--- src/rtl/flash_geom_pkg.sv ---
package flash_geom_pkg;

  localparam int NUM_RD  = 14;
  localparam int IDX_W   = $clog2(NUM_RD);
  localparam int SIG_LEN = 3;
  localparam int CNT_W   = 17;
  localparam int BSZ_W   = 24;

  localparam logic [15:0] CMD_CLR = 16'h0050;
  localparam logic [15:0] CMD_QRY = 16'h0098;
  localparam logic [15:0] CMD_ARR = 16'h00FF;

  // slot numbers inside the capture array
  localparam int IX_ERASE = 3;
  localparam int IX_SIZE  = 4;
  localparam int IX_WBUF  = 5;
  localparam int IX_R1CNT = 6;
  localparam int IX_R1SZ  = 8;
  localparam int IX_R2CNT = 10;
  localparam int IX_R2SZ  = 12;

  typedef enum logic [2:0] {
    ST_IDLE, ST_WCLR, ST_WQRY, ST_RISS, ST_RCAP, ST_WARR
  } seq_state_e;

  function automatic logic [7:0] tbl_off(input logic [IDX_W-1:0] idx);
    case (idx)
      4'd0:    tbl_off = 8'h10;
      4'd1:    tbl_off = 8'h11;
      4'd2:    tbl_off = 8'h12;
      4'd3:    tbl_off = 8'h25;
      4'd4:    tbl_off = 8'h27;
      4'd5:    tbl_off = 8'h2A;
      4'd6:    tbl_off = 8'h2D;
      4'd7:    tbl_off = 8'h2E;
      4'd8:    tbl_off = 8'h2F;
      4'd9:    tbl_off = 8'h30;
      4'd10:   tbl_off = 8'h31;
      4'd11:   tbl_off = 8'h32;
      4'd12:   tbl_off = 8'h33;
      4'd13:   tbl_off = 8'h34;
      default: tbl_off = 8'h00;
    endcase
  endfunction

  function automatic logic [7:0] sig_char(input logic [IDX_W-1:0] idx);
    case (idx)
      4'd0:    sig_char = 8'h51;
      4'd1:    sig_char = 8'h52;
      default: sig_char = 8'h59;
    endcase
  endfunction

endpackage

--- src/rtl/flash_geom_seq.sv ---
module flash_geom_seq
  import flash_geom_pkg::*;
#(
  parameter int ADDR_W = 16,
  parameter logic [ADDR_W-1:0] BASE = '0
) (
  input  logic              clk,
  input  logic              rst_n,
  input  logic              start,
  input  logic              sig_fail,
  output logic              accept,
  output logic              cap_en,
  output logic              finish,
  output logic              busy,
  output logic [IDX_W-1:0]  idx,
  output logic [ADDR_W-1:0] bus_addr,
  output logic              bus_we,
  output logic              bus_rd,
  output logic [15:0]       bus_wdata
);

  localparam logic [IDX_W-1:0] IDX_LAST = IDX_W'(NUM_RD - 1);
  localparam logic [IDX_W-1:0] IDX_SIG  = IDX_W'(SIG_LEN - 1);

  seq_state_e       state_q, state_d;
  logic [IDX_W-1:0] idx_q, idx_d;
  logic             idx_en;

  always_comb begin
    state_d   = state_q;
    idx_d     = idx_q;
    idx_en    = 1'b0;
    accept    = 1'b0;
    cap_en    = 1'b0;
    finish    = 1'b0;
    bus_we    = 1'b0;
    bus_rd    = 1'b0;
    bus_wdata = '0;
    bus_addr  = BASE;
    case (state_q)
      ST_IDLE: if (start) begin
        accept  = 1'b1;
        state_d = ST_WCLR;
      end
      ST_WCLR: begin
        bus_we    = 1'b1;
        bus_wdata = CMD_CLR;
        state_d   = ST_WQRY;
      end
      ST_WQRY: begin
        bus_we    = 1'b1;
        bus_wdata = CMD_QRY;
        idx_d     = '0;
        idx_en    = 1'b1;
        state_d   = ST_RISS;
      end
      ST_RISS: begin
        bus_rd   = 1'b1;
        bus_addr = BASE + ADDR_W'({tbl_off(idx_q), 1'b0});
        state_d  = ST_RCAP;
      end
      ST_RCAP: begin
        cap_en = 1'b1;
        if ((idx_q == IDX_SIG && sig_fail) || idx_q == IDX_LAST) begin
          state_d = ST_WARR;
        end else begin
          idx_d   = idx_q + 1'b1;
          idx_en  = 1'b1;
          state_d = ST_RISS;
        end
      end
      ST_WARR: begin
        bus_we    = 1'b1;
        bus_wdata = CMD_ARR;
        finish    = 1'b1;
        state_d   = ST_IDLE;
      end
      default: state_d = ST_IDLE;
    endcase
  end

  always_ff @(posedge clk or negedge rst_n) begin
    if (!rst_n) begin
      state_q <= ST_IDLE;
      idx_q   <= '0;
    end else begin
      state_q <= state_d;
      if (idx_en) idx_q <= idx_d;
    end
  end

  assign busy = (state_q != ST_IDLE);
  assign idx  = idx_q;

endmodule

--- src/rtl/flash_geom_capture.sv ---
module flash_geom_capture
  import flash_geom_pkg::*;
(
  input  logic                         clk,
  input  logic                         rst_n,
  input  logic                         clr,
  input  logic                         cap_en,
  input  logic [IDX_W-1:0]             idx,
  input  logic [7:0]                   rd_byte,
  output logic                         sig_fail,
  output logic                         sig_bad,
  output logic [NUM_RD-1:0][7:0]       tbl
);

  logic sig_bad_q;
  logic miss_now;

  assign miss_now = cap_en && (int'(idx) < SIG_LEN) && (rd_byte != sig_char(idx));
  assign sig_fail = sig_bad_q | miss_now;

  always_ff @(posedge clk or negedge rst_n) begin
    if (!rst_n)              sig_bad_q <= 1'b0;
    else if (clr)            sig_bad_q <= 1'b0;
    else if (miss_now)       sig_bad_q <= 1'b1;
  end

  for (genvar g = 0; g < NUM_RD; g++) begin : g_slot
    logic [7:0] slot_q;
    always_ff @(posedge clk or negedge rst_n) begin
      if (!rst_n)                                   slot_q <= '0;
      else if (cap_en && idx == IDX_W'(g))          slot_q <= rd_byte;
    end
    assign tbl[g] = slot_q;
  end

  assign sig_bad = sig_bad_q;

endmodule

--- src/rtl/flash_geom_decode.sv ---
module flash_geom_decode
  import flash_geom_pkg::*;
#(
  parameter int VAL_W = 32
) (
  input  logic [NUM_RD-1:0][7:0] tbl,
  input  logic                   sig_bad,
  output logic [VAL_W-1:0]       dev_bytes,
  output logic [VAL_W-1:0]       wbuf_words,
  output logic [VAL_W-1:0]       erase_time,
  output logic [CNT_W-1:0]       r1_blocks,
  output logic [BSZ_W-1:0]       r1_bytes,
  output logic [CNT_W-1:0]       r2_blocks,
  output logic [BSZ_W-1:0]       r2_bytes
);

  function automatic logic [VAL_W-1:0] pow2(input logic [7:0] n);
    if (int'(n) >= VAL_W) pow2 = '0;
    else                  pow2 = VAL_W'(1) << n;
  endfunction

  function automatic logic [CNT_W-1:0] cnt_of(input logic [7:0] lo, input logic [7:0] hi);
    cnt_of = {1'b0, hi, lo} + CNT_W'(1);
  endfunction

  always_comb begin
    if (sig_bad) begin
      dev_bytes  = '0;
      wbuf_words = '0;
      erase_time = '0;
      r1_blocks  = '0;
      r1_bytes   = '0;
      r2_blocks  = '0;
      r2_bytes   = '0;
    end else begin
      dev_bytes  = pow2(tbl[IX_SIZE]);
      wbuf_words = pow2(tbl[IX_WBUF]) >> 1;
      erase_time = pow2(tbl[IX_ERASE]);
      r1_blocks  = cnt_of(tbl[IX_R1CNT], tbl[IX_R1CNT+1]);
      r2_blocks  = cnt_of(tbl[IX_R2CNT], tbl[IX_R2CNT+1]);
      r1_bytes   = {tbl[IX_R1SZ+1], tbl[IX_R1SZ], 8'h00};
      r2_bytes   = {tbl[IX_R2SZ+1], tbl[IX_R2SZ], 8'h00};
    end
  end

endmodule

--- src/rtl/flash_geom_reader.sv ---
module flash_geom_reader
  import flash_geom_pkg::*;
#(
  parameter int ADDR_W = 16,
  parameter logic [ADDR_W-1:0] BASE = '0,
  parameter int VAL_W = 32
) (
  input  logic              clk,
  input  logic              rst_n,
  input  logic              start,
  output logic              busy,
  output logic              done,
  output logic              sig_ok,
  output logic [VAL_W-1:0]  dev_bytes,
  output logic [VAL_W-1:0]  wbuf_words,
  output logic [VAL_W-1:0]  erase_time,
  output logic [16:0]       r1_blocks,
  output logic [23:0]       r1_bytes,
  output logic [16:0]       r2_blocks,
  output logic [23:0]       r2_bytes,
  output logic [ADDR_W-1:0] bus_addr,
  output logic              bus_we,
  output logic              bus_rd,
  output logic [15:0]       bus_wdata,
  input  logic [15:0]       bus_rdata
);

  logic                   accept, cap_en, finish, sig_fail, sig_bad;
  logic [IDX_W-1:0]       idx;
  logic [NUM_RD-1:0][7:0] tbl;
  logic [VAL_W-1:0]       dev_d, wbuf_d, ers_d;
  logic [CNT_W-1:0]       r1c_d, r2c_d;
  logic [BSZ_W-1:0]       r1s_d, r2s_d;
  logic                   unused_rd_hi;

  assign unused_rd_hi = ^bus_rdata[15:8];

  flash_geom_seq #(.ADDR_W(ADDR_W), .BASE(BASE)) u_seq (
    .clk(clk), .rst_n(rst_n), .start(start), .sig_fail(sig_fail),
    .accept(accept), .cap_en(cap_en), .finish(finish), .busy(busy),
    .idx(idx), .bus_addr(bus_addr), .bus_we(bus_we), .bus_rd(bus_rd),
    .bus_wdata(bus_wdata)
  );

  flash_geom_capture u_cap (
    .clk(clk), .rst_n(rst_n), .clr(accept), .cap_en(cap_en), .idx(idx),
    .rd_byte(bus_rdata[7:0]), .sig_fail(sig_fail), .sig_bad(sig_bad), .tbl(tbl)
  );

  flash_geom_decode #(.VAL_W(VAL_W)) u_dec (
    .tbl(tbl), .sig_bad(sig_bad),
    .dev_bytes(dev_d), .wbuf_words(wbuf_d), .erase_time(ers_d),
    .r1_blocks(r1c_d), .r1_bytes(r1s_d), .r2_blocks(r2c_d), .r2_bytes(r2s_d)
  );

  always_ff @(posedge clk or negedge rst_n) begin
    if (!rst_n) begin
      done       <= 1'b0;
      sig_ok     <= 1'b0;
      dev_bytes  <= '0;
      wbuf_words <= '0;
      erase_time <= '0;
      r1_blocks  <= '0;
      r1_bytes   <= '0;
      r2_blocks  <= '0;
      r2_bytes   <= '0;
    end else begin
      if (accept)      done <= 1'b0;
      else if (finish) done <= 1'b1;
      if (finish) begin
        sig_ok     <= ~sig_bad;
        dev_bytes  <= dev_d;
        wbuf_words <= wbuf_d;
        erase_time <= ers_d;
        r1_blocks  <= r1c_d;
        r1_bytes   <= r1s_d;
        r2_blocks  <= r2c_d;
        r2_bytes   <= r2s_d;
      end
    end
  end

endmodule

--- config.mk ---
export PLATFORM = sky130hd
export DESIGN_NAME = flash_geom_reader
export DESIGN_NICKNAME = d
export VERILOG_FILES = /design/src/rtl/flash_geom_pkg.sv /design/src/rtl/flash_geom_seq.sv /design/src/rtl/flash_geom_capture.sv /design/src/rtl/flash_geom_decode.sv /design/src/rtl/flash_geom_reader.sv
export SDC_FILE = /design/constraint.sdc
export NUM_CORES = 1
export LEC_CHECK = 0
export BUFFER_PORTS_ARGS = -buffer_cell sky130_fd_sc_hd__buf_2
export CAP_MARGIN = 20
export CORE_MARGIN = 10
export CORE_UTILIZATION = 30
export CTS_BUF_LIST = sky130_fd_sc_hd__clkbuf_4 sky130_fd_sc_hd__clkbuf_8
export DETAILED_ROUTE_END_ITERATION = 16
export SYNTH_ARGS = -nofsm -noshare
export SYNTH_HDL_FRONTEND = slang
export SYNTH_HIERARCHICAL = 1
export SYNTH_SLANG_ARGS = --single-unit
--- constraint.sdc ---
create_clock -name clk -period 2.15 [get_ports clk]
set_input_delay 0.43 -clock clk [delete_from_list [all_inputs] [get_ports clk]]
set_output_delay 0.43 -clock clk [all_outputs]
set_load 0.005 [all_outputs]
* Word level (Yosys, flattened, before mapping)
Memory sizes are Yosys's and may differ from the RTL's.
Index checks and enable logic that the tools add are counted.
** Cells by class
- Add/subtract/negate cells :: 3
- Multiply operators :: 0
- Div/mod/pow operators :: 0
- Magnitude comparators :: 4
- Eq/ne operators :: 21
- Shift-type cells :: 3
- Multiplexer cells :: 30
- Bitwise operators :: 2
- Reduce and logical (&&, ||, !) cells :: 23
** Operator list (number)
- 2-to-1 mux 32 bit :: 5
- left shift 1 x 8 -> 32 bit, first input constant :: 3
- 2-to-1 mux 24 bit :: 2
- adder 16 x 1 -> 17 bit, second input constant :: 2
- 2-to-1 mux 17 bit :: 2
- 2-to-1 mux 31 bit :: 1
- equality test 4 bit, second input constant :: 6
- greater-or-equal comparator 8 x 6 -> 1 bit, second input constant :: 3
- case mux 8 bit (3 select lines) :: 1
- equality test 4 x 3 -> 1 bit, second input constant :: 4
- case mux 4 bit (2 select lines) :: 2
- case mux 3 bit (5 select lines) :: 1
- logical AND 1 bit :: 14
- 2-to-1 mux 1 bit :: 11
- 2-to-1 mux 9 bit :: 1
- equality test 4 x 2 -> 1 bit, second input constant :: 2
- inequality test 8 x 7 -> 1 bit :: 1
- equality test 3 x 2 -> 1 bit, second input constant :: 2
- equality test 3 bit, second input constant :: 2
- 2-to-1 mux 3 bit :: 2
- nonzero test 2 bit :: 3
- adder 4 x 1 -> 4 bit, second input constant :: 1
- equality test 4 x 1 -> 1 bit, second input constant :: 1
- logical NOT 4 bit :: 1
- 12 further kinds :: 13
** Word-level totals
- Register bits after elaboration :: 276
- Bits in latches :: 0
- Memory bits (writable) :: 0
- ROM bits :: 96
- Input bits :: 19
- Output and inout bits :: 215
- Logic and storage cells :: 110
- Memories kept :: 1
** Memory list
- (no name shown) :: depth 16, bits a word 6, rd ports 1, clocked after memory_dff 0, wr ports 0, line flash_geom_pkg.sv:27 : case (idx)

* Logic depth before layout (Yosys ltp)
Gate-level depths: netlist of run 1.
- Depth in word-level cells :: 10
- Depth in mapped cells :: 8
- Mapped depth without buffers :: 7

* Cells and area by module
The synthesis of run 1 kept the hierarchy.
** Modules (own cells, without submodules)
- flash_geom_reader :: instances 1, cells an instance 382, area each 7020.5 um2, seq. area each 4504.3 um2
- flash_geom_capture :: instances 1, cells an instance 272, area each 4400.5 um2, seq. area each 2827.7 um2
- flash_geom_decode :: instances 1, cells an instance 336, area each 1836.8 um2, seq. area each 0.0 um2
- flash_geom_seq :: instances 1, cells an instance 116, area each 977.2 um2, seq. area each 175.2 um2

* Least setup slack after synthesis of run 1
Ideal clock, no wire load.
- Kind :: flip-flop to flip-flop
- Start point :: register u_seq.state_q[1]
- End point :: register u_cap.g_slot[12].slot_q[7]
- Library setup time :: 0.125 ns
- Arrival :: 1.965 ns
- Data required time :: 2.025 ns
- Slack :: 0.060 ns
- Stages on the path, launching flop included :: 8
- Buffers on the path :: 2
- Period minus slack after synthesis :: 2.090 ns
- Path through :: dfrtp_1 buf_6 or3b_4 inv_1 nor3b_2 and3_1 buf_2 mux2_2
** On the way
- Longest elaborated chain between the ends :: 3
** Ends and longest elaborated chain
- start: declaration :: line flash_geom_seq.sv:25 : seq_state_e state_q, state_d;
- start signal: assignment :: line flash_geom_seq.sv:87 : state_q <= state_d;
- equality test 3 bit :: line flash_geom_seq.sv:40 : case (state_q)
- 2-to-1 mux 1 bit :: line flash_geom_seq.sv:40
- named net cap_en :: line flash_geom_reader.sv:28 : logic accept, cap_en, finish, sig_fail, sig_bad;
- logical AND 1 bit :: line flash_geom_capture.sv:31 : else if (cap_en && idx == IDX_W'(g)) slot_q <= rd_byte;
- end signal: assignment :: line flash_geom_capture.sv:31
- end: declaration :: line flash_geom_capture.sv:28 : logic [7:0] slot_q;
The timed path passes the listed nets, and every way through them passes these cells.
A chain may end at the register's enable or synchronous reset.

* Worst setup path in the final report of run 1
- Start point :: register u_seq.idx_q[1], in the netlist u_seq/idx[1]
- End point :: output port bus_addr[1]
** On the way
- Longest elaborated chain between the ends :: 2
** Ends and longest elaborated chain
- start: declaration :: line flash_geom_seq.sv:26 : logic [IDX_W-1:0] idx_q, idx_d;
- start signal: assignment :: line flash_geom_seq.sv:88 : if (idx_en) idx_q <= idx_d;
- memory read (16 x 6 bit)
- 2-to-1 mux 9 bit :: line flash_geom_seq.sv:40
- end: declaration :: line flash_geom_reader.sv:21 : output logic [ADDR_W-1:0] bus_addr,
No other way between the ends.

==> results.md, run 1 <==
* First-pass GRT wire length at 56360 um
* Mean number of vias per cell at 4.612
* Timing-limited maximum frequency at between 400 and 500 MHz
* Most common cell after layout, fill and taps aside: dfrtp_1
* Max-Cap Viols at 0
* Slew @ Worst Pin at ~0.54 ns
* Detailed-routing iteration count for the pre-antenna-repair pass at 5
* DRC viols at 0
* Final Instance Area at about 17000 um2
* Unrepaired setup endpoints after global routing: true
* Area growth from synthesis to layout at 27.77%
* Number of antenna-violating nets in the routed design at 0
* Design internal power at roughly 12000 uW
* Via count at roughly 9000
* Die height at 230.8 um
* Syn. warnings at 6
* Sequential cell fraction of total power at approximately 39%
* Maximum fanout encountered on the critical timing path at 6
* Post-Synthesis Mean Instance Area at roughly 13 um2
* Initial cell density of the core at just over 30%
* Final RePlAce weighted congestion at between 0.7 and 0.8
* Die W at 230.8 um
* Critical path, cell by cell: inv_4, ha_4, and3_1, a221oi_2, nor2_1, buf_2
* Time the worst path needs with I/O delays and setup at around 2.4 ns
* Worst slack, placed at between 0.04 and 0.05 ns
* Sw Share at a little under a third
* Max Clock Skew at roughly 0.037 ns
* Total negative setup slack at -1.668 ns
* Number of input and output port buffers inserted at about 210
* TritonCTS Sinks at about 280
* Required @ worst endpoint at 1.72 ns
* Clock-pin transition on the worst setup and hold timing paths at roughly 0.07 ns
* Detailed-route wire length at between 30000 and 40000 um
* Switching power of the nets at about 5500 uW
* CTS root buffer: clkbuf_8
* Crit. End Element: output port
* Number of endpoints failing setup at the final stage at 15
* Site Rows at slightly below 80
* Clock Latency Late Sink at about 0.6 ns
* Minimum setup slack in the final design at -0.2021 ns
* CTS tree: built
* Die area at between 50000 and 60000 um2
* Total global-route track usage at a little over an eighth
* Number of antenna violations at the first check in global routing at 3
* Outcome: finished, violations left
* Leak pwr at around 0.008 uW
* Combinational group share of total power at between 30 and 40%
* Average wire per cell in the routed design at ~18 um
* Largest net degree at the start of global routing at 57
* Pwr dens at between 1000 and 1500 nW/um2
* Gate family responsible for the most delay along the worst path: flip-flops
* Count of final max-slew check failures at 0
* Worst vdd ir at 843.7 uV
* Floorplan core area at roughly 44000 um2
* Number of global-route vias before repair at between 9000 and 10000
* Number of nets in the layout at 1388
* Diodes inserted at 0
* Headroom to the max-slew limit at about 63%
* Crit path DAT at around 1.9 ns
* Worst stage delay on the critical path at approximately 0.49 ns
* DR iter-0 viols at ~480
* Most frequent cells in the layout: dfrtp_1 (274), buf_2 (198), mux2_2 (177)
* Post-DP Area at roughly 15000 um2
* Worst min path class: in -> reg
* Max H-tree Level at 2
* Clock network power share at between 30 and 40%
* Number of buffers between clock root and the deepest sink at 3
* Number of I/O pins at ~230
* Ratio of final minimum period to clock period at 109.4%
* Share of final-layout standard cells stronger than drive strength 1 at 52.12%
* Synthesized area at 13330 um2
* Kind of critical path: reg -> out
* Total count of hold-check failures in the final report at 0
* Placed wire-length estimate after detailed placement at ~25000 um
* Total congestion overflow after global routing at 0
* Startpoint type of the worst setup path: flip-flop
* Violations in the final reports: setup timing
* Number of instances in the synthesized netlist at roughly 1100
* Slowest stage cell on the critical path: dfrtp_2
* Buf/Inv on CP at 2
* Total clock buffers created by CTS at 50
==> metrics by stage <==
stage | total power [uW] | hold WS (ns) | util (%) | instances
5_1_grt | 18540 | 0.05007 | 38.61 | 1985
3_3_place_gp | 11480 | 0.4197 | 34.76 | 1866
2_1_floorplan | 9629 | 0.1344 | - | 1087
3_5_place_dp | 11620 | 0.4246 | 34.76 | 1866
6_report | 17490 | 0.07762 | 38.61 | 1985
4_1_cts | 17510 | 0.01960 | 38.02 | 1974
==> power groups by stage <==
stage          clock network (uW)  logic (uW)  registers (uW)
3_3_place_gp                    0        4650            6830
2_1_floorplan                   0        2780            6850
3_5_place_dp                    0        4740            6880
5_1_grt                      5710        5900            6930
4_1_cts                      5470        5240            6810
6_report                     5270        5430            6790
==> timing repair <==
action                                 in CTS  in global routing
setup endpoints to repair                  16                 55
resized for setup                          41                 43
gates cloned                                1                  0
hold buffers                                1                  0
pin swaps                                   7                 14
setup buffers                              20                 13
endpoints found under the hold margin      48                  0
==> routing by layer <==
layer	global-route usage [%]	share of wire, %
met1	16.99	44
met3	4.157	6.9
met5	0	0
met4	3.700	1.9
met2	21.61	47
==> final cells by class <==
cell class                      instances  area (um2)
Clock buffer                           80        1007
Clock inverter                          6       61.31
Fill cell                            4320       27090
Inverter                               11       52.55
Multi-Input combinational cell        711        6116
Sequential cell                       276        6912
Tap cell                              592       740.7
Timing Repair Buffer                  309        2146
==> tightest hold or removal path: stages <==
cell and delay [ns]:
buf_2 0.10, inv_1 0.06, a21oi_1 0.06
==> path summary, 6_finish.rpt <==
check | start | end | slack [ns] | cells after the start
max | u_seq/idx[1] | bus_addr[1] | -0.20 | 6
min | start | u_seq/state_q[0] | 0.08 | 3
max reg2reg | u_seq/idx[1] | u_seq/state_q[2] | 0.01 | 9
min reg2reg | done | done | 0.50 | 2
max in group asynchronous | rst_n | u_cap/sig_bad | 1.05 | 3
min in group asynchronous | rst_n | u_cap/g_slot[9].slot_q[3] | 0.40 | 2
==> sequential cells by signal, indices dropped and copies added, names as in the netlist <==
register             cells
u_seq/state_q            3
r1_blocks               17
u_seq/idx                4
r2_blocks               17
r1_bytes                24
u_cap/sig_bad            1
u_cap/g_slot.slot_q     88
r2_bytes                24
wbuf_words              32
dev_bytes               32
sig_ok                   1
erase_time              32
done                     1
Note: power is estimated with default switching activity, not from simulation.
==> inputs of run 2 (changes only) <==
==> constraint.sdc (replaced) <==
create_clock -name clk -period 2.3 [get_ports clk]
set_input_delay 0.46 -clock clk [delete_from_list [all_inputs] [get_ports clk]]
set_output_delay 0.46 -clock clk [all_outputs]
set_load 0.005 [all_outputs]
==> results.md, run 2 (synthesized netlist as in run 1, its figures left out) <==
* CTS tree: built
* Most frequent cells in the layout: dfrtp_1 (272), buf_2 (205), mux2_2 (185)
* Die W at 230.8 um (unchanged)
* Min-Delay Startpoint: start
* DRC viols at 0 (unchanged)
* Crit path DAT at 1.95 ns (+0.03 ns)
* First-pass GRT wire length at 55720 um (-1.1%)
* Worst slack, placed at 0.06783 ns (+0.02303 ns)
* # fillers at 4368 (+1.1%)
* Kind of critical path: reg -> out
* Tightest hold margin at 0.1148 ns (+0.03721 ns)
* Minimum setup slack in the final design at -0.1076 ns (+0.09458 ns)
* Number of nets in the layout at 1374 (-1.0%)
* Number of global-route vias before repair at 9380 (-1.5%)
* Detailed-route wire length at 35950 um (-1.8%)
* Outcome: finished, violations left
* CTS root buffer: clkbuf_8
* Final RePlAce weighted congestion at 0.7765 (-1.2%)
* Ratio of final minimum period to clock period at 104.7%
* Placed wire-length estimate after detailed placement at 24830 um (-0.86%)
* Die area at 53280 um2 (unchanged)
* Total negative setup slack at -0.4209 ns (+1.247 ns)
* Headroom to the max-slew limit at 61.77% (-1.6 points)
* Number of buffers between clock root and the deepest sink at 3 (unchanged)
* Average wire per cell in the routed design at 18.24 um (-1.1%)
* Core Util, Final at 37.72% (-0.89 points)
* Switching power of the nets at 5022 uW (-8.4%)
* Max H-tree Level at 2 (unchanged)
* Via count at 9046 (-1.2%)
* Count of final max-slew check failures at 0 (unchanged)
* Site Rows at 77 (unchanged)
* Number of I/O pins at 234 (unchanged)
* Sequential cell fraction of total power at 40.0% (+1.2 points)
* Number of endpoints failing setup at the final stage at 6 (-9)
* Clock-pin transition on the worst setup and hold timing paths at 0.06 ns (about the same)
* Clock network power share at 29.4% (-0.7 points)
* Most common cell after layout, fill and taps aside: dfrtp_1
* Setup slack, reg-to-reg at 0.09 ns (+0.08 ns)
* Unrepaired setup endpoints after global routing: true
* Time the worst path needs with I/O delays and setup at 2.408 ns
* Clock Latency Late Sink at 0.61 ns (about the same)
* Number of cell instances on the worst register-to-register path at 7 (-2)
* Endpoint with the worst hold slack: u_seq/state_q[0]
* Number of input and output port buffers inserted at 207 (unchanged)
* Maximum fanout encountered on the critical timing path at 5 (-1)
* Pwr dens at 957.9 nW/um2 (-6.7%)
* Timing-limited maximum frequency at 415.4 MHz
* Leak pwr at 0.007865 uW (-2.2%)
* TritonCTS Sinks at 276 (unchanged)
* Design internal power at 10920 uW (-9.1%)
* Number of cells on the worst hold path at 3 (unchanged)
* Total global-route track usage at 13.19% (-0.19 points)
* Required @ worst endpoint at 1.84 ns (+0.12 ns)
* Largest net degree at the start of global routing at 67 (+18%)
* Total count of hold-check failures in the final report at 0 (unchanged)
* Number of flip-flops in the largest register at 88 (unchanged)
* Total clock buffers created by CTS at 49 (-2.0%)
* Floorplan core area at 44120 um2 (unchanged)
* Total congestion overflow after global routing at 0 (unchanged)
* Area growth from synthesis to layout at 24.83%
* Launch instance of the worst register-to-register path: u_seq/state_q[1]
* Top register by number of flip-flops: u_cap/g_slot.slot_q
* Max Clock Skew at 0.03238 ns (-0.004185 ns)
* Violations in the final reports: setup timing
* Initial cell density of the core at 30.22% (unchanged)
* Max-Cap Viols at 0 (unchanged)
* Worst vdd ir at 606.7 uV (-28%)
* Combinational group share of total power at 30.6% (-0.5 points)
* Number of antenna-violating nets in the routed design at 0 (unchanged)
* DR iter-0 viols at 404 (-15%)
* Detailed-routing iteration count for the pre-antenna-repair pass at 5 (unchanged)
* Share of final-layout standard cells stronger than drive strength 1 at 51.31% (-0.81 points)
* Mean number of vias per cell at 4.590 (-0.49%)
* Startpoint type of the worst setup path: flip-flop
* Sw Share at 31.50% (+0.15 points)
* Worst min path class: in -> reg
* Slew @ Worst Pin at 0.5735 ns (+0.02858 ns)
* Die height at 230.8 um (unchanged)
* Crit. End Element: output port
* FF-to-FF End: u_cap/g_slot[12].slot_q[0]
* Number of antenna violations at the first check in global routing at 0 (-3)
## run 2: worst max path at each step
stage / cells after the start / from / to
after detailed placement: 5 / u_seq/state_q[1] / u_cap/g_slot[8].slot_q[5]
after global routing: 7 / u_seq/idx[0] / bus_addr[4]
after floorplan: 7 / u_seq/state_q[1] / u_cap/g_slot[12].slot_q[7]
after global placement: 5 / u_seq/state_q[1] / u_cap/g_slot[11].slot_q[3]
after CTS: 6 / u_seq/idx[0] / bus_addr[6]
final: 7 / u_seq/idx[0] / bus_addr[4]
## run 2: critical path: stages, from the launching register on
cell     delay (ns)
dfrtp_2        0.46
inv_4          0.08
buf_4          0.15
ha_4           0.16
nor3b_2        0.19
a31oi_1        0.08
nor2_1         0.11
buf_2          0.12
## run 2: per-layer routing
| metal | track usage [%] | vias to the layer above | wire length, um |
|---|---|---|---|
| li1 | - | 4207 | - |
| met1 | 17.01 | 4556 | 16410 |
| met2 | 21.10 | 221 | 16640 |
| met3 | 3.937 | 62 | 2169 |
| met4 | 3.618 | 0 | 739 |
| met5 | 0 | - | 0 |
## run 2: power groups by stage
stage	clock (uW)	sequential [uW]	combinational (uW)
floorplan	0	6400	2600
global placement	0	6420	4290
global route	5090	6520	5330
detailed placement	0	6460	4360
CTS	4910	6400	4780
finish	4690	6380	4880
## run 2: per-stage QoR
| step | instances | area [um2] | power (uW) |
|---|---|---|---|
| floorplan | 1087 | 13460 | 9001 |
| global placement | 1854 | 15210 | 10720 |
| detailed placement | 1854 | 15210 | 10820 |
| CTS | 1960 | 16520 | 16090 |
| global route | 1968 | 16640 | 16940 |
| finish | 1971 | 16640 | 15940 |
## run 2: what timing repair did
action / 4_1_cts / 5_1_grt
gates resized for setup: 33 / 11
pin swaps: 9 / 11
hold buffers: 1 / 0
buffers inserted: 23 / 8
endpoints found under the setup margin: 16 / 39
endpoints found under the hold margin: 54 / 0
## run 2: layout make-up
type                            instances  area [um2]  area share, %
Multi-Input combinational cell        711        6031          36.24
Clock inverter                          8       68.82         0.4135
Clock buffer                           74       924.6          5.556
Tap cell                              592       740.7          4.450
Timing Repair Buffer                  296        1903          11.43
Sequential cell                       276        6914          41.54
Antenna cell                            3       7.507        0.04511
Inverter                               11       53.80         0.3233
==> inputs of run 3 (changes only) <==
--- a/config.mk
+++ b/config.mk
@@ -5,12 +5,12 @@
 export SDC_FILE = /design/constraint.sdc
 export NUM_CORES = 1
 export LEC_CHECK = 0
-export BUFFER_PORTS_ARGS = -buffer_cell sky130_fd_sc_hd__buf_2
 export CAP_MARGIN = 20
 export CORE_MARGIN = 10
 export CORE_UTILIZATION = 30
 export CTS_BUF_LIST = sky130_fd_sc_hd__clkbuf_4 sky130_fd_sc_hd__clkbuf_8
 export DETAILED_ROUTE_END_ITERATION = 16
+export DONT_BUFFER_PORTS = 1
 export SYNTH_ARGS = -nofsm -noshare
 export SYNTH_HDL_FRONTEND = slang
 export SYNTH_HIERARCHICAL = 1
==> results.md, run 3 (synthesized netlist as in run 1, its figures left out) <==
* FF-to-FF End: u_seq/idx[2]
* Kind of critical path: reg -> out
* Area growth from synthesis to layout at 16.21%
* TritonCTS Sinks at 276 (unchanged)
* Total global-route track usage at 13.13% (-0.065 points)
* First-pass GRT wire length at 54190 um (-2.7%)
* Post-CTS Hold Buffers at 9 (+8)
* Number of nets in the layout at 1146 (-17%)
* Maximum fanout encountered on the critical timing path at 4 (-1)
* Routed length on met3 at 2951 um (+36%)
* Tightest hold margin at -0.4487 ns (-0.5635 ns)
* Number of input and output port buffers inserted at 0 (-100%)
* Unrepaired setup endpoints after global routing: true
* Startpoint type of the worst setup path: flip-flop
* Total clock buffers created by CTS at 51 (+4.1%)
* Finished Layout Cells at 1745 (-11%)
* Pwr dens at 989.8 nW/um2 (+3.3%)
* DRC viols at 0 (unchanged)
* Count of final max-slew check failures at 0 (unchanged)
* Required @ worst endpoint at 1.84 ns (about the same)
* Number of antenna-violating nets in the routed design at 0 (unchanged)
* Average wire per cell in the routed design at 20.63 um (+13%)
* # fillers at 4378 (+0.23%)
* Final RePlAce weighted congestion at 0.7961 (+2.5%)
* Number of endpoints failing setup at the final stage at 2 (-4)
* Worst min path class: in -> async
* DR top layer: met4
* Number of buffers between clock root and the deepest sink at 3 (unchanged)
* Clock Latency Late Sink at 0.60 ns (about the same)
* Share of final-layout standard cells stronger than drive strength 1 at 41.01% (-10 points)
* Site Rows at 77 (unchanged)
* Wire length on met2 at 16860 um (+1.3%)
* Total count of hold-check failures in the final report at 276 (+276)
* Die W at 230.8 um (unchanged)
* Max-Cap Viols at 0 (unchanged)
* Launch instance of the worst register-to-register path: u_seq/idx[1]
* Number of I/O pins at 234 (unchanged)
* CTS root buffer: clkbuf_8
* Met1 WL at 15370 um (-6.3%)
* Die height at 230.8 um (unchanged)
* Detailed-routing iteration count for the pre-antenna-repair pass at 6 (+1)
* Floorplan core area at 44120 um2 (unchanged)
* Placed wire-length estimate after detailed placement at 22870 um (-7.9%)
* Placed instance count at 1623 (-12%)
* Minimum setup slack in the final design at -0.1127 ns (-0.005131 ns)
* Total negative setup slack at -0.1887 ns (+0.2321 ns)
* Via count at 8305 (-8.2%)
* Max H-tree Level at 2 (unchanged)
* Max Clock Skew at 0.02085 ns (-0.01153 ns)
* Timing-limited maximum frequency at 414.5 MHz (-0.21%)
* Violations in the final reports: hold timing, setup timing
* Leak pwr at 0.006740 uW (-14%)
* Die area at 53280 um2 (unchanged)
* Top register by number of flip-flops: u_cap/g_slot.slot_q
* Initial cell density of the core at 30.22% (unchanged)
* Number of flip-flops in the largest register at 88 (unchanged)
* Clock-pin transition on the worst setup and hold timing paths at 0.06 ns (about the same)
* Crit. End Element: output port
* Ratio of final minimum period to clock period at 104.9% (+0.22 points)
* Outcome: finished, violations left
* Mean number of vias per cell at 4.759 (+3.7%)
* Total congestion overflow after global routing at 0 (unchanged)
* Number of antenna violations at the first check in global routing at 4 (+4)
* Detailed-route wire length at 36010 um (+0.14%)
* Register area at 6912 um2 (about the same)
* Slew @ Worst Pin at 1.076 ns (+0.5021 ns)
* Crit path DAT at 1.95 ns (about the same)
* Most frequent cells in the layout: dfrtp_1 (272), mux2_2 (185), nor2_1 (128)
* Multi-input logic area at 6021 um2 (-0.17%)
* Largest net degree at the start of global routing at 277 (+310%)
* Most common cell after layout, fill and taps aside: dfrtp_1
* Time the worst path needs with I/O delays and setup at 2.413 ns (+0.005131 ns)
* Worst vdd ir at 654.0 uV (+7.8%)
* Number of global-route vias before repair at 8251 (-12%)
* Number of cell instances on the worst register-to-register path at 9 (+2)
* DR iter-0 viols at 426 (+5.4%)
* Headroom to the max-slew limit at 28.06% (-34 points)
* Setup slack, reg-to-reg at 0.05 ns (-0.04 ns)
* CTS tree: built
[run 3: cell types whose count changed in the layout (fill, tap and decap cells not counted), sizes merged]
cell / previous run / this run
buf: 295 / 55
bufinv: 1 / 2
dlygate4sd3: 1 / 9
clkinvlp: 2 / 4
bufbuf: 0 / 2
clkbuf: 74 / 73
diode: 3 / 2
clkinv: 6 / 9
[run 3: worst max-delay path by stage]
stage | start | to | cells after the start | slack, ns
3_3_place_gp | u_seq/state_q[1] | u_cap/g_slot[11].slot_q[5] | 5 | 0.12
4_1_cts | u_seq/idx[1] | bus_addr[6] | 6 | -0.17
3_5_place_dp | u_seq/state_q[1] | u_cap/g_slot[8].slot_q[3] | 5 | 0.10
2_1_floorplan | u_seq/state_q[1] | u_cap/g_slot[12].slot_q[7] | 7 | 0.24
6_report | u_seq/idx[1] | bus_addr[6] | 6 | -0.11
5_1_grt | u_seq/idx[1] | bus_addr[6] | 6 | -0.26
[run 3: cell type report]
| cell class | count | share of cell area, % |
|---|---|---|
| Antenna cell | 2 | 0.03230 |
| Sequential cell | 276 | 44.61 |
| Tap cell | 592 | 4.781 |
| Clock buffer | 73 | 6.121 |
| Timing Repair Buffer | 66 | 4.482 |
| Inverter | 11 | 0.2907 |
| Multi-Input combinational cell | 711 | 38.86 |
| Clock inverter | 14 | 0.8237 |
[run 3: per-layer routing]
layer	GRT usage [%]	up-vias
li1	-	3732
met1	16.35	4238
met2	20.52	278
met3	5.016	57
met4	4.399	0
met5	0	-
[run 3: timing repair]
item	4_1_cts	5_1_grt
setup buffers	16	6
hold endpoints to repair	365	276
pin swaps	6	7
cloned	2	0
setup endpoints to repair	14	37
gates resized for setup	23	16
[run 3: power by group]
group / leakage [uW] / internal, uW / total, uW / switching (uW)
clock: 0.000565 / 2860 / 4980 / 2120
combinational: 0.00261 / 1900 / 3710 / 1810
sequential: 0.00357 / 5760 / 6650 / 893
[run 3: per-stage QoR]
step / util, % / cell area [um2] / worst slack [ns] / power [uW]
after floorplan: - / 13460 / 0.2441 / 9001
after global placement: 31.55 / 13920 / 0.1210 / 9790
after detailed placement: 31.55 / 13920 / 0.1009 / 9905
after CTS: 34.84 / 15370 / -0.1725 / 15460
after global routing: 35.11 / 15490 / -0.2551 / 16240
final: 35.11 / 15490 / -0.1127 / 15340
[run 3: worst max-delay path, stage by stage (launching register included)]
cell and delay [ns]:
dfrtp_2 0.41, ha_1 0.16, inv_1 0.06, ha_1 0.16, nor2b_1 0.13, a311oi_2 0.25
buf_4 0.17
